$ cat src/rtl/ddr2_init_pkg.sv
// Shared encodings for the DDR2 power-up sequencer.
// Assumes command pins are active low, in the order cs_n, ras_n, cas_n, we_n.
package ddr2_init_pkg;

    typedef enum logic [3:0] {
        CMD_LOAD  = 4'b0000,
        CMD_REF   = 4'b0001,
        CMD_PRE   = 4'b0010,
        CMD_NOP   = 4'b0111
    } ddr_cmd_t;

    typedef enum logic [2:0] {
        SQ_IDLE,
        SQ_PWR,
        SQ_SETTLE,
        SQ_ISSUE,
        SQ_GAP,
        SQ_DONE
    } seq_state_t;

    localparam int NUM_STEPS   = 11;
    localparam int STEP_W      = $clog2(NUM_STEPS);
    localparam int ADDR_W      = 16;
    localparam int BANK_W      = 3;
    localparam int PRE_ALL_BIT = 10;
    localparam int DLL_RST_BIT = 8;
    localparam int DLL_OFF_BIT = 0;
    localparam int OCD_LSB     = 7;

endpackage

$ cat src/rtl/ddr2_wait_timer.sv
// Loadable down-counter used for every delay of the sequencer.
// Assumes load and the count value are held only for one cycle each.
// idle_o is high when the count has reached zero.
module ddr2_wait_timer #(
    parameter int CW = 16
) (
    input  logic          clk,
    input  logic          rst_n,
    input  logic          load_i,
    input  logic [CW-1:0] load_val_i,
    output logic          idle_o
);

    logic [CW-1:0] cnt_q;

    // Load a new delay or count the current one down to zero.
    always_ff @(posedge clk) begin
        if (!rst_n)
            cnt_q <= '0;
        else if (load_i)
            cnt_q <= load_val_i;
        else if (cnt_q != '0)
            cnt_q <= cnt_q - CW'(1);
    end

    assign idle_o = (cnt_q == '0);

    a_r6_count_steps: assert property (@(posedge clk) disable iff (!rst_n)
        (!load_i && cnt_q != '0) |=> (cnt_q == $past(cnt_q) - CW'(1)));

endmodule

$ cat src/rtl/ddr2_step_decode.sv
// Maps a step index of the power-up sequence to its command, bank,
// address and the spacing to the following command.
// Assumes spacing values are already clamped to at least two cycles.
module ddr2_step_decode
    import ddr2_init_pkg::*;
#(
    parameter int CW     = 16,
    parameter int SP_RP  = 2,
    parameter int SP_MRD = 2,
    parameter int SP_DLL = 2,
    parameter int SP_RFC = 2
) (
    input  logic [STEP_W-1:0] step_i,
    input  logic [ADDR_W-1:0] mr_i,
    input  logic [ADDR_W-1:0] emr1_i,
    input  logic [ADDR_W-1:0] emr2_i,
    input  logic [ADDR_W-1:0] emr3_i,
    output ddr_cmd_t          cmd_o,
    output logic [BANK_W-1:0] ba_o,
    output logic [ADDR_W-1:0] addr_o,
    output logic [CW-1:0]     gap_o
);

    localparam logic [ADDR_W-1:0] LOW_MASK = ADDR_W'(16'h1FFF);
    localparam logic [ADDR_W-1:0] OCD_MASK = ADDR_W'(3) << (OCD_LSB - 1) | ADDR_W'(1) << (OCD_LSB + 2);
    localparam logic [ADDR_W-1:0] OCD_ALL  = ADDR_W'(7) << OCD_LSB;
    localparam logic [ADDR_W-1:0] DLL_RST  = ADDR_W'(1) << DLL_RST_BIT;
    localparam logic [ADDR_W-1:0] DLL_OFF  = ADDR_W'(1) << DLL_OFF_BIT;

    logic [ADDR_W-1:0] e1_base;
    logic [ADDR_W-1:0] mr_base;

    // Payload bits [12:0] only; extended-1 base has DLL on and calibration field cleared.
    always_comb begin
        e1_base = emr1_i & LOW_MASK & ~OCD_ALL & ~DLL_OFF;
        mr_base = mr_i & LOW_MASK;
    end

    // Step table of the power-up order.
    always_comb begin
        cmd_o  = CMD_LOAD;
        ba_o   = '0;
        addr_o = '0;
        gap_o  = CW'(SP_MRD - 2);
        case (step_i)
            STEP_W'(0), STEP_W'(5): begin
                cmd_o  = CMD_PRE;
                addr_o = ADDR_W'(1) << PRE_ALL_BIT;
                gap_o  = CW'(SP_RP - 2);
            end
            STEP_W'(1): begin
                ba_o   = BANK_W'(2);
                addr_o = emr2_i & LOW_MASK;
            end
            STEP_W'(2): begin
                ba_o   = BANK_W'(3);
                addr_o = emr3_i & LOW_MASK;
            end
            STEP_W'(3), STEP_W'(10): begin
                ba_o   = BANK_W'(1);
                addr_o = e1_base;
            end
            STEP_W'(4): begin
                addr_o = mr_base | DLL_RST;
                gap_o  = CW'(SP_DLL - 2);
            end
            STEP_W'(6), STEP_W'(7): begin
                cmd_o  = CMD_REF;
                gap_o  = CW'(SP_RFC - 2);
            end
            STEP_W'(8): begin
                addr_o = mr_base & ~DLL_RST;
            end
            STEP_W'(9): begin
                ba_o   = BANK_W'(1);
                addr_o = e1_base | OCD_ALL;
            end
            default: begin
                cmd_o  = CMD_NOP;
            end
        endcase
    end

    logic unused_mask;
    assign unused_mask = ^OCD_MASK;

endmodule

$ cat src/rtl/ddr2_init_seq.sv
// DDR2 power-up sequencer top. After start it waits the power delay,
// raises cke, waits the settle delay, then steps through the command
// table with the spacing each step demands, and finally holds done.
// Assumes payload inputs are stable while the sequence runs.
module ddr2_init_seq
    import ddr2_init_pkg::*;
#(
    parameter int CLK_PS  = 5000,
    parameter int PWR_NS  = 200000,
    parameter int CKE_NS  = 400,
    parameter int RP_NS   = 15,
    parameter int RFC_NS  = 128,
    parameter int MRD_CYC = 2,
    parameter int DLL_CYC = 200
) (
    input  logic        clk,
    input  logic        rst_n,
    input  logic        start,
    input  logic [15:0] mr_val,
    input  logic [15:0] emr1_val,
    input  logic [15:0] emr2_val,
    input  logic [15:0] emr3_val,
    output logic        cke,
    output logic        cs_n,
    output logic        ras_n,
    output logic        cas_n,
    output logic        we_n,
    output logic [2:0]  ba,
    output logic [15:0] addr,
    output logic        done
);

    localparam int PWR_RAW = (PWR_NS * 1000 + CLK_PS - 1) / CLK_PS;
    localparam int CKE_RAW = (CKE_NS * 1000 + CLK_PS - 1) / CLK_PS;
    localparam int RP_RAW  = (RP_NS * 1000 + CLK_PS - 1) / CLK_PS;
    localparam int RFC_RAW = (RFC_NS * 1000 + CLK_PS - 1) / CLK_PS;
    localparam int PWR_C   = (PWR_RAW < 1) ? 1 : PWR_RAW;
    localparam int CKE_C   = (CKE_RAW < 1) ? 1 : CKE_RAW;
    localparam int SP_RP   = (RP_RAW < 2) ? 2 : RP_RAW;
    localparam int SP_RFC  = (RFC_RAW < 2) ? 2 : RFC_RAW;
    localparam int SP_MRD  = (MRD_CYC < 2) ? 2 : MRD_CYC;
    localparam int SP_DLL0 = (DLL_CYC < 2) ? 2 : DLL_CYC;
    localparam int SP_DLL  = (SP_DLL0 < SP_MRD) ? SP_MRD : SP_DLL0;
    localparam int MAX_A   = (PWR_C > CKE_C) ? PWR_C : CKE_C;
    localparam int MAX_B   = (SP_RP > SP_RFC) ? SP_RP : SP_RFC;
    localparam int MAX_C   = (SP_DLL > MAX_B) ? SP_DLL : MAX_B;
    localparam int MAX_ALL = (MAX_A > MAX_C) ? MAX_A : MAX_C;
    localparam int CW      = $clog2(MAX_ALL + 1);
    localparam logic [STEP_W-1:0] LAST_STEP = STEP_W'(NUM_STEPS - 1);

    seq_state_t        state_q;
    logic [STEP_W-1:0] step_q;
    logic              cke_q;
    logic              tmr_load;
    logic [CW-1:0]     tmr_val;
    logic              tmr_idle;
    ddr_cmd_t          step_cmd;
    logic [BANK_W-1:0] step_ba;
    logic [ADDR_W-1:0] step_addr;
    logic [CW-1:0]     step_gap;
    ddr_cmd_t          bus_cmd;

    ddr2_wait_timer #(.CW(CW)) u_timer (
        .clk        (clk),
        .rst_n      (rst_n),
        .load_i     (tmr_load),
        .load_val_i (tmr_val),
        .idle_o     (tmr_idle)
    );

    ddr2_step_decode #(
        .CW     (CW),
        .SP_RP  (SP_RP),
        .SP_MRD (SP_MRD),
        .SP_DLL (SP_DLL),
        .SP_RFC (SP_RFC)
    ) u_decode (
        .step_i (step_q),
        .mr_i   (mr_val),
        .emr1_i (emr1_val),
        .emr2_i (emr2_val),
        .emr3_i (emr3_val),
        .cmd_o  (step_cmd),
        .ba_o   (step_ba),
        .addr_o (step_addr),
        .gap_o  (step_gap)
    );

    // Choose which delay the timer loads on a state change.
    always_comb begin
        tmr_load = 1'b0;
        tmr_val  = '0;
        case (state_q)
            SQ_IDLE:   if (start)    begin tmr_load = 1'b1; tmr_val = CW'(PWR_C - 1); end
            SQ_PWR:    if (tmr_idle) begin tmr_load = 1'b1; tmr_val = CW'(CKE_C - 1); end
            SQ_ISSUE:  begin tmr_load = 1'b1; tmr_val = step_gap; end
            default:   ;
        endcase
    end

    // Sequence state, step index and clock-enable register.
    always_ff @(posedge clk) begin
        if (!rst_n) begin
            state_q <= SQ_IDLE;
            step_q  <= '0;
            cke_q   <= 1'b0;
        end else begin
            case (state_q)
                SQ_IDLE:   if (start) state_q <= SQ_PWR;
                SQ_PWR:    if (tmr_idle) begin
                               state_q <= SQ_SETTLE;
                               cke_q   <= 1'b1;
                           end
                SQ_SETTLE: if (tmr_idle) begin
                               state_q <= SQ_ISSUE;
                               step_q  <= '0;
                           end
                SQ_ISSUE:  state_q <= SQ_GAP;
                SQ_GAP:    if (tmr_idle) begin
                               if (step_q == LAST_STEP) begin
                                   state_q <= SQ_DONE;
                               end else begin
                                   state_q <= SQ_ISSUE;
                                   step_q  <= step_q + STEP_W'(1);
                               end
                           end
                default:   state_q <= SQ_DONE;
            endcase
        end
    end

    // Drive the bus: the step command for one cycle, NOP otherwise.
    always_comb begin
        if (state_q == SQ_ISSUE) begin
            bus_cmd = step_cmd;
            ba      = step_ba;
            addr    = step_addr;
        end else begin
            bus_cmd = CMD_NOP;
            ba      = '0;
            addr    = '0;
        end
    end

    assign {cs_n, ras_n, cas_n, we_n} = bus_cmd;
    assign cke  = cke_q;
    assign done = (state_q == SQ_DONE);

    a_r2_cke_holds: assert property (@(posedge clk) disable iff (!rst_n)
        cke |=> cke);
    a_r3_cmd_needs_cke: assert property (@(posedge clk) disable iff (!rst_n)
        (bus_cmd != CMD_NOP) |-> cke);
    a_r5_load_top_clear: assert property (@(posedge clk) disable iff (!rst_n)
        (bus_cmd == CMD_LOAD) |-> (addr[15:13] == 3'b000 && !ba[2]));
    a_r7_single_cycle: assert property (@(posedge clk) disable iff (!rst_n)
        (bus_cmd != CMD_NOP) |=> (bus_cmd == CMD_NOP));
    a_r8_done_sticky: assert property (@(posedge clk) disable iff (!rst_n)
        done |=> done);
    a_r8_done_quiet: assert property (@(posedge clk) disable iff (!rst_n)
        done |-> (bus_cmd == CMD_NOP));
    a_r10_idle_cke_low: assert property (@(posedge clk) disable iff (!rst_n)
        (state_q == SQ_IDLE) |-> !cke_q);

endmodule

$ cat config.mk
export PLATFORM = sky130hd
export DESIGN_NAME = ddr2_init_seq
export DESIGN_NICKNAME = d
export VERILOG_FILES = /design/src/rtl/ddr2_init_pkg.sv /design/src/rtl/ddr2_wait_timer.sv /design/src/rtl/ddr2_step_decode.sv /design/src/rtl/ddr2_init_seq.sv
export SDC_FILE = /design/constraint.sdc
export NUM_CORES = 1
export LEC_CHECK = 0
export CORE_MARGIN = 1.5
export CORE_UTILIZATION = 41
export DETAILED_ROUTE_END_ITERATION = 10
export HOLD_SLACK_MARGIN = 0.02
export PLACE_DENSITY = 0.78
export SLEW_MARGIN = 20
export SYNTH_ARGS = -nofsm -noshare
export SYNTH_HDL_FRONTEND = slang
export SYNTH_HIERARCHICAL = 1
export SYNTH_SLANG_ARGS = --single-unit
$ cat constraint.sdc
create_clock -name clk -period 2.7 [get_ports clk]
set_input_delay 0.405 -clock clk [delete_from_list [all_inputs] [get_ports clk]]
set_output_delay 0.405 -clock clk [all_outputs]
set_load 0.05 [all_outputs]
# [Word level (Yosys, flattened, before mapping)]
# Index checks and enable logic that the tools add are counted.
[classes] add_sub_neg=2 n_eq_ne=20 mux=25 reduce_logical=14
[op_table] op="$pmux 13 s7" n=1
[op_table] op="$mux 16" n=4
[op_table] op="$pmux 16 s3" n=1
[op_table] op="$pmux 8 s3" n=1
[op_table] op="$mux 3" n=6
[op_table] op="$eq 4x3->1 const B" n=4
[op_table] op="$logic_not 16->1" n=1
[op_table] op="$mux 4" n=4
[op_table] op="$reduce_bool 16->1" n=1
[op_table] op="$sub 16x1->16 const B" n=1
[op_table] op="$pmux 3 s5" n=1
[op_table] op="$eq 4x4->1 const B" n=3
[op_table] op="$ne 2x2->1 const B" n=5
[op_table] op="$pmux 3 s3" n=1
[op_table] op="$eq 4x2->1 const B" n=2
[op_table] op="$pmux 4 s2" n=1
[op_table] op="$reduce_and 4->1" n=2
[op_table] op="$mux 7" n=1
[op_table] op="$reduce_or 7->1" n=1
[op_table] op="$eq 3x2->1 const B" n=2
[op_table] op="$eq 3x3->1 const B" n=2
[op_table] op="$pmux 2 s3" n=1
[op_table] op="$reduce_or 2->1" n=3
[op_table] op="$add 4x1->4 const B" n=1
[op_table] op="other kinds (9)" n=11
[totals] regBits=24 input_bits=67 wordCells=65

# [Depth between registers and ports, before layout]
# Gate-level depths: netlist of run 1.
[logic_depth] depth_word=5 depth_mapped=12

# [Cells and area by module]
# Netlist of run 1, hierarchy kept.
[modules_own_cells] module="ddr2_wait_timer" instances=1 cells_each=112 area_per_inst_um2=913.4
[modules_own_cells] module="ddr2_init_seq" instances=1 cells_each=113 area_per_inst_um2=790.8
[modules_own_cells] module="ddr2_step_decode" instances=1 cells_each=106 area_per_inst_um2=737.0

# [Worst setup path before layout of run 1]
# Ideal clock, no wire load.
[synth_timing] kind="register to register" startpoint="register u_timer.cnt_q[0]" endpoint="register u_timer.cnt_q[15]" setup_ns=0.140 arrival_time_ns=2.470 required_ns=2.560 path_slack_ns=0.089 stages_incl_launch_ff=12 n_path_buf=1 synth_period_minus_slack_ns=2.611 cell_sequence="dfxtp_1 inv_1 ha_1 nor2b_1 nand3_1 nor4_1 o21ai_0 a21oi_1 buf_4 mux2_2 o311ai_0 o211ai_1"
[synth_via] elab_chain_cells=4
[synth_lines] item="start, declared" line="ddr2_wait_timer.sv:14" text="logic [CW-1:0] cnt_q;"
[synth_lines] item="start signal, assigned" line="ddr2_wait_timer.sv:21" text="cnt_q <= load_val_i;"
[synth_lines] item="start signal, assigned" line="ddr2_wait_timer.sv:23" text="cnt_q <= cnt_q - CW'(1);"
[synth_lines] item="$logic_not 16->1 *" line="ddr2_wait_timer.sv:26" text="assign idle_o = (cnt_q == '0);"
[synth_lines] item="named net tmr_idle" line="ddr2_init_seq.sv:56" text="logic tmr_idle;"
[synth_lines] item="$mux 1 *" line="ddr2_init_seq.sv:95" text="SQ_PWR: if (tmr_idle) begin tmr_load = 1'b1; tmr_val = CW'(CKE_C - 1); end"
[synth_lines] item="$pmux 1 s3 *" line="ddr2_init_seq.sv:93" text="case (state_q)"
[synth_lines] item="named net tmr_load" line="ddr2_init_seq.sv:54" text="logic tmr_load;"
[synth_lines] item="$mux 16 or $reduce_bool 2->1 (tied branches)"
# The timed path passes the listed nets; every way through them passes the cells marked *. The select of a mux whose other input is x is not followed.
# A chain may end at the register's enable or synchronous reset.

# [Worst setup path in the final report of run 1]
[layout_timing] startpoint="register u_timer.cnt_q[10]" endpoint="register u_timer.cnt_q[15]"
# Same word-level chain as after synthesis.

==> impl_metrics.toml, run 1 <==
[synth]
ys_top_cells_by_area = "dfxtp_1 20%, buf_4 7.4%, and2_1 7.2%, nand2_1 5.5%, nand3b_1 5.2%"
synthFlopType = "dfxtp_1"
ys_ff_latch = 24
seq_area_frac_synth = 0.197
yosys.area.top_type = "dfxtp_1"
synth-edff-count = 0
synthArstFlopShare = 0
synth_adder_area_share = 0.0154
synth_commonest_cells = "36 x nand2_1, 28 x and2_1, 24 x buf_4, 24 x dfxtp_1, 20 x a21oi_1"
syn_area_per_cell_um2 = 7.37
synth_compound_area_frac = 0.223
mappedNetlistArea_um2 = 2440
yosysUniqueCellTypes = 57
synth_mux_area_frac = 0.0256
yosysWarnings = 6
yosysMostFrequentCell = "nand2_1"
synth_top_area_share = 0.197
synth_xor_area_frac = 0.0466
synth_top_family_by_area = "simple AND/OR/NAND/NOR gates"
yosys.area_share.simple = 0.368
synthCells = 331

[place]
gp_congestion = 0.852
io_buffers = 69
placed_area_um2 = 3320
dp_hpwl_mm = 4.95

[timing]
fin_crit_ps = 2520
hold_slack_ps = 480
min_period_over_period = 0.934
setup-tns-final_ps = 0
setup_violations = 0
finalClockSkew_ps = 2.08
final-hold-violation-count = 0
slew_headroom = 0.652
rsz0062_at_grt = "false"
worstMarginPinSlew_ps = 523
slew_violations = 0
max_freq_mhz = 397

[clocking]
post_cts_buffers = 0
clock-sinks = 24
clkTransAtPathRegs_ps = 90
cts_tree = "done"
clk_latency_ps = 270
numCtsBuffers = 3
root_buffer = "clkbuf_8"
htree_levels = 1
cts_buffer_depth = 2

[final_layout]
diodes = 0
drive_gt1_frac = 0.137
design_area_um2 = 3380
nets = 464
syn2layout_area_growth_pct = 38.4
num-fill-cells = 505
multi_input_area_um2 = 1720
seq_area_um2 = 482
fin_util = 0.599

[worst_setup_path]
worst_path_max_delay_cell = "or4_1"
worstSetupEndpointType = "flip-flop"
cp.arrival_ps = 2660
cp-start-kind = "flip-flop"
max_stage_delay_ps = 600
required_ps = 2840
cp_cell_sequence = "or4_1 -> nor4_2 -> o21ai_0 -> a21oi_1 -> buf_4 -> mux2_2 -> o311ai_0 -> o211ai_1"
critPathKind = "reg2reg"
cp_max_fo = 10

[die]
design.die.area_um2 = 6430
die_h_um = 80.2
coreArea_um2 = 5640
fp.dieW_um = 80.2
rows = 27
initial_core_util = 0.433
io_pins = 92

[global_route]
grt_antenna_before_repair = 0
grt_max_degree = 32
grt_pass1_vias = 2376
grt_pass1_wl_mm = 11.1
track_usage = 0.215
grt_overflow = 0

[power_and_ir_drop]
p_leak_nw = 1.35
powerDensity_nw_per_um2 = 590
ir_drop_mv = 0.488
power.total_w = 0.00199

[detailed_routing]
first_pass_iters = 4
via_per_inst = 5.32
wire_per_inst_um = 13.8
drt_iter0_drc = 144
ant_nets = 0
drcViolationCount = 0
routed-via-count = 2473
wirelength_mm = 6.42

[status]
status = "complete, no violations"

[worst_hold_path]
hp-class = "reg2reg"

[flow_run]
cap_violations = 0
## metrics by stage
step,cells,setup WS (ps)
5_1_grt,465,4.80
4_1_cts,465,88.9
6_report,465,179
2_1_floorplan,344,89.4
3_3_place_gp,461,222
3_5_place_dp,461,111
## flip-flops by register name, indices dropped and copies added (netlist names)
signal         flops
cke                1
state_q            3
step_q             4
u_timer/cnt_q     16
## worst paths after layout
path,startpoint,depth (start not counted),to,slack (ps)
setup / recovery,u_timer/cnt_q[10],8,u_timer/cnt_q[15],180
hold / removal,cke,1,cke,480
setup reg to reg,u_timer/cnt_q[10],8,u_timer/cnt_q[15],180
hold reg to reg,cke,1,cke,480
## report_power, final
group	internal [W]	leakage [nW]	switching, W
Sequential	0.000458	0.197	0.000140
Combinational	0.000547	1.12	0.000591
Clock	0.000131	0.0288	0.000127
Total	0.00114	1.35	0.000858
## routing by layer
layer | track usage | vias up | share of wire
met3 | 0.0318 | 6 | 0.031
li1 | - | 1273 | -
met4 | 0.0534 | 0 | 0.011
met5 | 0 | - | 0
met2 | 0.381 | 41 | 0.50
met1 | 0.271 | 1153 | 0.46
## worst max-delay path, delay by kind of cell (launching register included)
family | cells | cell delay (ps)
flops | 1 | 360
compound gates | 4 | 570
simple gates | 2 | 930
mux | 1 | 340
buf+inv | 1 | 180
## cell type report
class	instances	share of cell area
Multi-Input combinational cell	270	0.508
Timing Repair Buffer	87	0.298
Sequential cell	24	0.143
Tap cell	72	0.0267
Clock buffer	4	0.0163
Inverter	8	0.00889
## cells by family after synthesis
family,Yosys count
other,1
flip-flops,24
AO/OA/AOI/OAI,78
multiplexers,6
adder cells (fa/ha/maj),3
AND/OR/NAND/NOR,156
XOR/XNOR,13
buffers and inverters,50
## what timing repair did
item | in CTS | in global routing
resized for setup | 0 | 2
setup endpoints to repair | 0 | 18
hold buffers | 0 | 0
## layout by cell type, fill, tap and decap left out, types with 10 or more instances in the layout
| master | n |
|---|---|
| nand2_1 | 36 |
| o21ai_0 | 14 |
| xor2_1 | 10 |
| nor2_1 | 16 |
| buf_4 | 18 |
| clkdlybuf4s50_1 | 51 |
| buf_12 | 18 |
| nand3b_1 | 17 |
| a21oi_1 | 20 |
| conb_1 | 14 |
| and2_1 | 28 |
| dfxtp_1 | 23 |
Power figures use the tool's default switching activity.
==> run 2: changes to the inputs <==
--- a/config.mk
+++ b/config.mk
@@ -5,6 +5,7 @@
 export SDC_FILE = /design/constraint.sdc
 export NUM_CORES = 1
 export LEC_CHECK = 0
+export CORE_ASPECT_RATIO = 0.5
 export CORE_MARGIN = 1.5
 export CORE_UTILIZATION = 41
 export DETAILED_ROUTE_END_ITERATION = 10
==> constraint.sdc (replaced) <==
create_clock -name clk -period 2.7 [get_ports clk]
set_input_delay 0.405 -clock clk [delete_from_list [all_inputs] [get_ports clk]]
set_output_delay 0.405 -clock clk [all_outputs]
set_load 0.1 [all_outputs]
==> run 2 against run 1 <==
Against the previous run: largest cell class unchanged; final cell count down 0.86%; die area up 0.44%; the run now ends with DRC left; clock power up 67%.
==> impl_metrics.toml, run 2 (synthesis gave the netlist of run 1 again) <==
[status]
status = "finished with violations"
violations = "DRC"

[global_route]
grt_pass1_vias = 2301
grt_use_met3 = 0.0340
track_usage = 0.200
busiest_layer = "met2"
use_met1 = 0.237
grt_overflow = 0
grt_pass1_wl_mm = 10.5
grt_max_degree = 32
groute.layer.met2.usage = 0.387
grt_antenna_before_repair = 0

[worst_hold_path]
hp-class = "reg2reg"
min_path_cells = 1

[final_layout]
syn2layout_area_growth_pct = 39.2
top_register = "u_timer/cnt_q"
reg_top3 = "u_timer/cnt_q x16, step_q x4, state_q x3"
drive_gt1_frac = 0.131
diodes = 0
nets = 459
final_common_cell = "clkdlybuf4s50_1"
largest_reg_flops = 16
layout_common_cells = "49 x clkdlybuf4s50_1, 36 x nand2_1, 28 x and2_1"
fin_util = 0.605

[clocking]
clk_latency_ps = 260
cts_tree = "done"
cts_buffer_depth = 2
root_buffer = "clkbuf_16"
clkTransAtPathRegs_ps = 60
htree_levels = 1
hold_buffers = 0
clock-sinks = 24
numCtsBuffers = 3
post_cts_buffers = 0

[place]
io_buffers = 69
dp_hpwl_mm = 4.73
gp_congestion = 0.835

[die]
rows = 19
initial_core_util = 0.435
coreArea_um2 = 5610
design.die.area_um2 = 6450
io_pins = 92
fp.dieW_um = 112
die_h_um = 57.6

[timing]
rsz0062_at_grt = "false"
max_freq_mhz = 393
worstMarginPinSlew_ps = 960
slew_headroom = 0.364
final-hold-violation-count = 0
fin_crit_ps = 2550
setup-tns-final_ps = 0
slew_violations = 0
min_period_over_period = 0.943
setup_violations = 0
finalClockSkew_ps = 4.81

[power_and_ir_drop]
p_leak_nw = 1.35
ir_drop_mv = 0.417
powerDensity_nw_per_um2 = 660

[worst_setup_path]
cp.arrival_ps = 2140
cp_max_fo = 25
required_ps = 2300
cp-start-kind = "flip-flop"
worstSetupEndpointType = "output pin"
critPathKind = "reg2out"
rrSetupSlack_ps = 200
r2r_cells = 8

[detailed_routing]
drcViolationCount = 4
via_per_inst = 5.43
wire_per_inst_um = 14.1
ant_nets = 0
drt_iter0_drc = 184
routed-via-count = 2504
wirelength_mm = 6.51
first_pass_iters = 7

[flow_run]
cap_violations = 0
run 2: changes by cell type in the layout (fill, tap and decap cells not counted), sizes merged:
cell,previous run,this run
buf,36,33
bufinv,0,1
clkdlybuf4s50,51,49
clkbuf,4,3
run 2: area by class of cell:
cell class,count,area [um2]
fillers,467,2210
multi-input cells,270,1730
repair buffers,82,963
flip-flops and latches,24,480
well taps,73,91.3
clock buffers,3,75.1
clock inverters,1,30.0
inverters,8,30.0
run 2: worst paths after layout:
path                           from                 to
setup reg to reg  u_timer/cnt_q[10]  u_timer/cnt_q[15]
hold / removal                  cke                cke
hold reg to reg                 cke                cke
setup / recovery          step_q[1]            addr[3]
run 2: critical path, cell delays in order (launching register included):
cell	delay (ps)
dfxtp_1	550
buf_4	330
nor3_1	80
buf_4	200
a221o_1	370
and2_1	170
buf_12	170
run 2: routing by layer:
| metal | vias to the layer above | share of wire | routed length, um |
|---|---|---|---|
| met4 | 0 | 0.0068 | 44 |
| met1 | 1168 | 0.41 | 2670 |
| li1 | 1261 | - | - |
| met3 | 6 | 0.049 | 320 |
| met2 | 69 | 0.53 | 3470 |
| met5 | - | 0 | 0 |
run 2: report_power, final:
| part | switching (W) | total (W) | internal (W) |
|---|---|---|---|
| sequential | 0.000152 | 0.000610 | 0.000458 |
| clock | 0.000137 | 0.000432 | 0.000295 |
| combinational | 0.000660 | 0.00120 | 0.000539 |
run 2: repair_timing:
| item | in CTS | in global routing |
|---|---|---|
| setup endpoints to repair | 0 | 20 |
| resized for setup | 0 | 3 |
| hold endpoints to repair | 0 | 0 |
run 2: metrics by stage:
| stage | hold slack (ps) | total power, W | cell area, um2 | setup slack (ps) | instances |
|---|---|---|---|---|---|
| after floorplan | 460 | 0.00145 | 2490 | 89.4 | 344 |
| after global placement | 451 | 0.00170 | 3270 | 168 | 457 |
| after detailed placement | 472 | 0.00174 | 3270 | 91.2 | 457 |
| after CTS | 487 | 0.00219 | 3380 | 15.5 | 461 |
| after global routing | 520 | 0.00239 | 3400 | 41.2 | 461 |
| final | 483 | 0.00224 | 3400 | 153 | 461 |
